===== config.mk =====
export PLATFORM = sky130hd
export DESIGN_NAME = lc_line_encoder
export DESIGN_NICKNAME = d
export VERILOG_FILES = /design/src/rtl/lc_pkg.sv /design/src/rtl/lc_sub_window.sv /design/src/rtl/lc_pulse_former.sv /design/src/rtl/lc_viol_arm.sv /design/src/rtl/lc_line_encoder.sv
export SDC_FILE = /design/constraint.sdc
export NUM_CORES = 1
export LEC_CHECK = 0
export BUFFER_PORTS_ARGS = -buffer_cell sky130_fd_sc_hd__buf_2
export CORE_MARGIN = 8
export CORE_UTILIZATION = 56
export DETAILED_ROUTE_END_ITERATION = 8
export GPL_TIMING_DRIVEN = 0
export PLACE_DENSITY = 0.77
export SYNTH_ARGS = -nofsm -noshare
export SYNTH_HDL_FRONTEND = slang
export SYNTH_SLANG_ARGS = --single-unit

===== constraint.sdc =====
create_clock -name clk -period 4.8 [get_ports clk]
set_clock_uncertainty 0.2 [all_clocks]
set_input_delay 0.72 -clock clk [delete_from_list [all_inputs] [get_ports clk]]
set_output_delay 0.72 -clock clk [all_outputs]
set_load 0.02 [all_outputs]

===== src/rtl/lc_pkg.sv =====
package lc_pkg;

    localparam int LOOKAHEAD = 4;
    localparam int B3ZS_RUN  = 3;
    localparam int HDB3_RUN  = 4;

    // Symbol held in the look-ahead window.
    typedef enum logic [2:0] {
        K_ZERO     = 3'd0,  // data zero, still eligible for substitution
        K_MARK     = 3'd1,  // data one
        K_SUB_LEAD = 3'd2,  // first slot of a substitution group (B or 0)
        K_SUB_V    = 3'd3,  // violation slot of a substitution group
        K_HOLD     = 3'd4   // zero that is never substituted
    } sym_kind_e;

    typedef struct packed {
        logic bypass;   // NRZ + clock output
        logic subst;    // zero substitution active
        logic hdb3;     // 4-zero groups
        logic test;     // violation insertion armed
        logic viol_t2;  // 1: omit a group, 0: wrong-polarity mark
    } enc_mode_t;

    function automatic enc_mode_t decode_mode(input logic hdb3_sel, input logic ami_bit,
                                              input logic test_bit, input logic nrz_bit);
        enc_mode_t m;
        m.bypass  = nrz_bit;
        m.test    = test_bit & ~nrz_bit;
        m.subst   = ~nrz_bit & (test_bit | ~ami_bit);
        m.hdb3    = hdb3_sel;
        m.viol_t2 = ami_bit;
        return m;
    endfunction

    function automatic int run_len(input logic hdb3_sel);
        return hdb3_sel ? HDB3_RUN : B3ZS_RUN;
    endfunction

endpackage


===== src/rtl/lc_sub_window.sv =====
module lc_sub_window
    import lc_pkg::*;
#(
    parameter int DEPTH = LOOKAHEAD
) (
    input  logic      clk,
    input  logic      rst,
    input  logic      bit_in,
    input  logic      subst,
    input  logic      hdb3,
    input  logic      skip_sub,
    output sym_kind_e head,
    output logic      sub_hit
);

    sym_kind_e buf_q [DEPTH];
    sym_kind_e work  [DEPTH];
    int        run;

    assign run = run_len(hdb3);

    always_comb begin
        sub_hit = subst;
        for (int i = 0; i < DEPTH; i++) begin
            if (i < run && buf_q[DEPTH-1-i] != K_ZERO)
                sub_hit = 1'b0;
        end
        for (int i = 0; i < DEPTH; i++)
            work[i] = buf_q[i];
        if (sub_hit) begin
            for (int i = 0; i < DEPTH; i++) begin
                if (i < run) begin
                    if (skip_sub)          work[DEPTH-1-i] = K_HOLD;
                    else if (i == run - 1) work[DEPTH-1-i] = K_SUB_V;
                    else if (i == 0)       work[DEPTH-1-i] = K_SUB_LEAD;
                    else                   work[DEPTH-1-i] = K_HOLD;
                end
            end
        end
        head = work[DEPTH-1];
    end

    always_ff @(posedge clk) begin
        if (rst) begin
            for (int i = 0; i < DEPTH; i++)
                buf_q[i] <= K_HOLD;
        end else begin
            buf_q[0] <= bit_in ? K_MARK : K_ZERO;
            for (int i = 1; i < DEPTH; i++)
                buf_q[i] <= work[i-1];
        end
    end

endmodule


===== src/rtl/lc_pulse_former.sv =====
module lc_pulse_former
    import lc_pkg::*;
(
    input  logic      clk,
    input  logic      rst,
    input  sym_kind_e head,
    input  logic      bypass,
    input  logic      t1_pend,
    output logic      take1,
    output logic      pos_q,
    output logic      neg_q,
    output logic      byp_q
);

    logic pol_q, odd_q;      // pol_q: 1 when last pulse was positive
    logic pol_d, odd_d, p_d, n_d;

    always_comb begin
        pol_d = pol_q;
        odd_d = odd_q;
        p_d   = 1'b0;
        n_d   = 1'b0;
        take1 = 1'b0;
        if (bypass) begin
            p_d = (head == K_MARK);
        end else begin
            case (head)
                K_MARK: begin
                    odd_d = ~odd_q;
                    if (t1_pend) begin
                        take1 = 1'b1;
                        p_d   = pol_q;
                        n_d   = ~pol_q;
                    end else begin
                        pol_d = ~pol_q;
                        p_d   = ~pol_q;
                        n_d   = pol_q;
                    end
                end
                K_SUB_LEAD: begin
                    if (!odd_q) begin
                        pol_d = ~pol_q;
                        p_d   = ~pol_q;
                        n_d   = pol_q;
                    end
                end
                K_SUB_V: begin
                    p_d   = pol_q;
                    n_d   = ~pol_q;
                    odd_d = 1'b0;
                end
                default: ;
            endcase
        end
    end

    always_ff @(posedge clk) begin
        if (rst) begin
            pol_q <= 1'b0;
            odd_q <= 1'b0;
            pos_q <= 1'b0;
            neg_q <= 1'b0;
            byp_q <= 1'b0;
        end else begin
            pol_q <= pol_d;
            odd_q <= odd_d;
            pos_q <= p_d;
            neg_q <= n_d;
            byp_q <= bypass;
        end
    end

    p_rails_excl_r1: assert property (@(posedge clk) disable iff (rst)
        !(pos_q && neg_q));

endmodule


===== src/rtl/lc_viol_arm.sv =====
module lc_viol_arm (
    input  logic clk,
    input  logic rst,
    input  logic err_in,
    input  logic test_on,
    input  logic type2_sel,
    input  logic take,
    output logic t1_pend,
    output logic t2_pend
);

    logic err_q, pend_q, t2_q, rise;

    assign rise    = err_in & ~err_q;
    assign t1_pend = pend_q & ~t2_q;
    assign t2_pend = pend_q & t2_q;

    always_ff @(posedge clk) begin
        if (rst) begin
            err_q  <= 1'b0;
            pend_q <= 1'b0;
            t2_q   <= 1'b0;
        end else begin
            err_q  <= err_in;
            pend_q <= test_on & (pend_q ? ~take : rise);
            if (rise && !pend_q)
                t2_q <= type2_sel;
        end
    end

    p_pend_hold_r8: assert property (@(posedge clk) disable iff (rst)
        pend_q && !take && test_on |=> pend_q);

    p_single_shot_r8: assert property (@(posedge clk) disable iff (rst)
        pend_q && take |=> !pend_q);

endmodule


===== src/rtl/lc_line_encoder.sv =====
module lc_line_encoder
    import lc_pkg::*;
(
    input  logic clk,
    input  logic rst,
    input  logic tx_data,
    input  logic line_hdb3,
    input  logic ami_sel,
    input  logic test_sel,
    input  logic nrz_sel,
    input  logic err_in,
    output logic tx_pos,
    output logic tx_neg
);

    enc_mode_t mode;
    sym_kind_e head;
    logic      sub_hit, take1, take2, t1_pend, t2_pend;
    logic      pos_q, neg_q, byp_q;

    assign mode  = decode_mode(line_hdb3, ami_sel, test_sel, nrz_sel);
    assign take2 = sub_hit & t2_pend;

    lc_viol_arm u_arm (
        .clk       (clk),
        .rst       (rst),
        .err_in    (err_in),
        .test_on   (mode.test),
        .type2_sel (mode.viol_t2),
        .take      (take1 | take2),
        .t1_pend   (t1_pend),
        .t2_pend   (t2_pend)
    );

    lc_sub_window #(.DEPTH(LOOKAHEAD)) u_win (
        .clk      (clk),
        .rst      (rst),
        .bit_in   (tx_data),
        .subst    (mode.subst),
        .hdb3     (mode.hdb3),
        .skip_sub (t2_pend),
        .head     (head),
        .sub_hit  (sub_hit)
    );

    lc_pulse_former u_form (
        .clk     (clk),
        .rst     (rst),
        .head    (head),
        .bypass  (mode.bypass),
        .t1_pend (t1_pend),
        .take1   (take1),
        .pos_q   (pos_q),
        .neg_q   (neg_q),
        .byp_q   (byp_q)
    );

    assign tx_pos = pos_q;
    assign tx_neg = byp_q ? clk : neg_q;

    p_zero_quiet_r2: assert property (@(posedge clk) disable iff (rst)
        !mode.bypass && (head == K_ZERO || head == K_HOLD) |=> !tx_pos && !neg_q);

    p_bypass_data_r6: assert property (@(posedge clk) disable iff (rst)
        mode.bypass && head == K_MARK |=> tx_pos);

    p_test_off_r7: assert property (@(posedge clk) disable iff (rst)
        !mode.test |=> !t1_pend && !t2_pend);

endmodule


# == Yosys cells after proc, flatten, opt, wreduce, memory -nomap -nowiden ==
# Memories as Yosys holds them, arrays and structs flattened.
# Cells that the tools add are included.
# totals
ram_bits,12
out_inout_bits,2
in_bits,8
wordCells,98
memories,1
regBits,8
# mem_list
name,depth,word_bits,rd,rd_clocked_by_memory_dff,write_ports,line_no,source
u_win.buf_q,4,3,4,0,4,lc_sub_window.sv:16,sym_kind_e buf_q [DEPTH];
# op_classes
n_lt_le_gt_ge,4
add_sub_neg,1
reduce_logical,16
n_bitwise,20
n_eq_ne,7
n_mux,41
# op_table
cell,count
3-bit by 32-bit equality test with 1-bit output (first input constant),2
3-bit by 32-bit less-than comparator with 1-bit output (first input constant),2
3-bit two-way mux,16
2-bit by 32-bit equality test with 1-bit output (first input constant),1
32-bit logical NOT,1
1-bit by 32-bit less-than comparator with 1-bit output (first input constant),1
2-bit by 32-bit less-than comparator with 1-bit output (first input constant),1
32-bit by 2-bit subtractor with 32-bit output (second input constant),1
1-bit two-way mux,20
12-bit two-way mux,1
3-bit nonzero test,4
1-bit bitwise AND,7
1-bit inverter,7
3-bit by 2-bit equality test with 1-bit output (second input constant),2
1-bit bitwise OR,6
1-bit one-hot mux with 3 select lines,2
1-bit logical AND,5
1-bit one-hot mux with 2 select lines,2
2-bit nonzero test,2
3-bit by 1-bit equality test with 1-bit output (second input constant),1
3-bit AND reduction,1
2-bit != test (second input constant),1
2-bit AND reduction,1
2-bit OR reduction,1
1-bit logical NOT,1

# == Logic depth before layout (Yosys ltp) ==
# depth
word_depth,15
depth_mapped,6
ltp_nobuf,5

# == Modules after synthesis ==
# A second synthesis with hierarchy kept.
# hier_totals
hier_cells,95
area_unflattened_um2,905.9
# modules_own_cells
module,seq_area_each_um2,area_each_um2,cells_each,instances
lc_sub_window,220.2,466.7,47,1
lc_pulse_former,100.1,274.0,30,1
lc_viol_arm,60.1,130.1,13,1
lc_line_encoder,0.0,35.0,5,1

==> summary.txt <==
Worst setup path
  • Levels on crit path: 4
  • Worst EP arrival: between 3 and 4 ns
  • Worst path cell trace: clkbuf_4 -> clkbuf_4 -> mux2_2 -> buf_2
  • R2r endpoint: u_form.pol_q
  • Worst Setup End Kind: output pin
  • Flop-to-flop setup slack: around 3 ns
  • CP peak stage delay: 0.25 ns
  • CP top delay family: buffers and inverters
  • Worst setup path category: clk -> out
  • CP most frequent cell: clkbuf_4
  • FF-to-FF path depth: 5
  • Type of origin of the critical path: clock port
  • CP Buf/Inv Count: 3
  • Critical Path Slowest Stage Cell: mux2_2
  • Worst flop-to-flop path startpoint: u_win.buf_q[3][0]
  • CP Data Required Time: 3.88 ns
  • Critical path fanouts, max: 2

Min path
  • Hold crit path type: in -> reg
  • Worst hold path startpoint: rst
  • Hold depth: 1
  • WHS Endpoint: u_win.buf_q[0][2]

Route
  • DRC viols: 0
  • Routed WL per cell: 13.7 um
  • Vias: 690
  • Vias per inst: 5.75
  • DRT antenna net count: 0
  • Drt first pass iters: 4
  • Drt total wl: 1.65 mm
  • Initial drt markers: 35

Clock tree
  • Clock transition at the registers of the reported paths: 0.11 ns
  • Hold_buf cts: 0
  • Worst-Skew Late Latency: around 0.41 ns
  • # Post-CTS Setup Buffers: 0
  • CTS tree: done
  • CTS resizes: 0

Power
  • Leakage: between 0.3 and 0.4 nW
  • Maximum vdd drop: between 150 and 200 uV
  • Power Density: 325 nW/um^2

Yosys
  • Post-synth EDFFs: 0
  • Post-synth cell types: 33
  • Top cell type's share of synthesized area: 45.6%
  • Yosys reg bits: 19
  • Mean Syn Cell Area: 9.36 um^2
  • Yosys warning count: 0
  • Synthesized Nets: 97
  • Dominant cell type by area after synthesis: dfxtp_1
  • Sequential area share after synthesis: 45.6%
  • Mapped cell area: 833 um^2
  • Synth cell count leaders: 19 x dfxtp_1, 10 x nor2_1, 7 x nor2b_1
  • Post-synth top flop: dfxtp_1
  • Most common cell in the netlist: dfxtp_1
  • FFs w/ async S/R, synth: 0%
  • Synth Instances: about 90
  • Ranking of synthesized cells by area: dfxtp_1 46%, nor2b_1 5.3%, nor2_1 4.5%

Final layout
  • Filler cells: between 100 and 150
  • Antenna diodes: 0
  • Ratio of cells with drive above 1 in the final layout: 23.1%
  • Multi-input logic area: 427 um^2
  • # nets final: 113
  • Syn-to-layout area delta: 13.2%
  • Final instance area: between 900 and 1000 um^2
  • FF+latch area: 380 um^2

STA
  • Max Transition Viols Final: 0
  • Setup violations, final: 0
  • Final hold vios: 0
  • Worst-Margin Slew: 0.440 ns
  • Slew HR: 70.6%
  • RSZ-0062 raised after global routing: false
  • Setup tns final: 0 ns

Flow run
  • Maxcap violations: 0

Place
  • Placed Area: 893 um^2
  • IO buf count: 8
  • DPL Wire Length: 1.17 mm
  • Routability cong.: 0.850

Floorplanning
  • IO Pins: 10
  • Area of the die: 2980 um^2
  • Number of core rows: 14
  • Die height: 54.6 um
  • Area of the core: about 1500 um^2
  • DIE WIDTH: 54.6 um
  • Starting Density: 57.3%

GRT
  • Remaining global-route overflow: 0
  • Initial antenna violation count: 0
  • First-pass GRT wire length: 2.68 mm
  • Total Routing Usage GR: between 10% and 20%
  • Largest net degree at the start of global routing: 12
  • Vias in the first global route: 672

Run status
  • Status: completed
## area by class of cell
cell class	instances	share of cell area, %
multi-input combinational	63	45.2
timing repair buffer	7	3.71
sequential	19	40.3
inverter	3	1.19
buffer	4	1.59
tap	16	2.12
clock buffer	7	5.31
clock inverter	1	0.531
## state kept, by name, summed over array words and instances, names as in the netlist
signal,flops
u_arm.err_q,1
u_arm.pend_q,1
u_arm.t2_q,1
u_form.byp_q,1
u_form.neg_q,1
u_form.odd_q,1
u_form.pol_q,1
u_form.pos_q,1
u_win.buf_q,11
## worst register-to-register path: cells and delay by family (launching register included)
family	cells	cell delay, ns
simple gates	3	0.61
mux	1	0.30
compound gates	1	0.14
flops	1	0.41
## placed cells by master (no fill, tap or decap), drive strengths merged
master,n
or3,2
o21a,1
nor3,4
nor4,4
dfxtp,19
nor2,11
o21ai,2
nand3,2
a311o,1
a311oi,1
buf,8
clkbuf,10
a31oi,1
xnor2,2
nand2b,3
a21oi,4
nor3b,1
o211a,1
mux2i,2
inv,3
clkinv,1
a32oi,1
nor2b,7
o221ai,1
o31ai,2
a211oi,1
mux2,2
nand2,4
and2,1
o21ba,2
## metal layers
layer  GRT usage (%)  vias up  routed length (um)
li1                -      346                   -
met1            14.0      310                 764
met2            19.7       28                 758
met3            3.80        6                  90
met4            9.43        0                  34
met5               0        -                   0
## kinds of logic after synthesis
kind of cell    Yosys count  share of synthesized area [%]
simple gates             39                           26.9
flops                    19                           45.6
compound gates           18                           16.7
buf+inv                   7                           3.15
mux                       4                           5.56
xor+xnor                  2                           2.10
## metrics by stage
stage	cells	total power, W	setup WS, ns	hold slack (ns)	util (%)
2_1_floorplan	89	0.000185	1.17	0.217	-
3_3_place_gp	113	0.000193	1.09	0.241	61.4
3_5_place_dp	113	0.000193	1.09	0.244	61.4
4_1_cts	120	0.000309	0.842	0.235	64.9
5_1_grt	120	0.000320	0.812	0.238	64.9
6_report	120	0.000306	0.846	0.252	64.9
## power breakdown
part	leakage (nW)	total [W]	switching, W	internal, W
Sequential	0.155	0.000165	0.00000293	0.000162
Combinational	0.162	0.0000174	0.0000101	0.00000730
Clock	0.0418	0.000124	0.0000619	0.0000621
Total	0.359	0.000306	0.0000749	0.000231
## how the worst max path moves through the flow
stage / slack, ns / to / startpoint
global placement: 1.09 / tx_neg / clk
global route: 0.81 / tx_neg / clk
floorplan: 1.17 / tx_neg / clk
CTS: 0.84 / tx_neg / clk
detailed placement: 1.09 / tx_neg / clk
finish: 0.85 / tx_neg / clk
(Power assumes the default switching activity.)
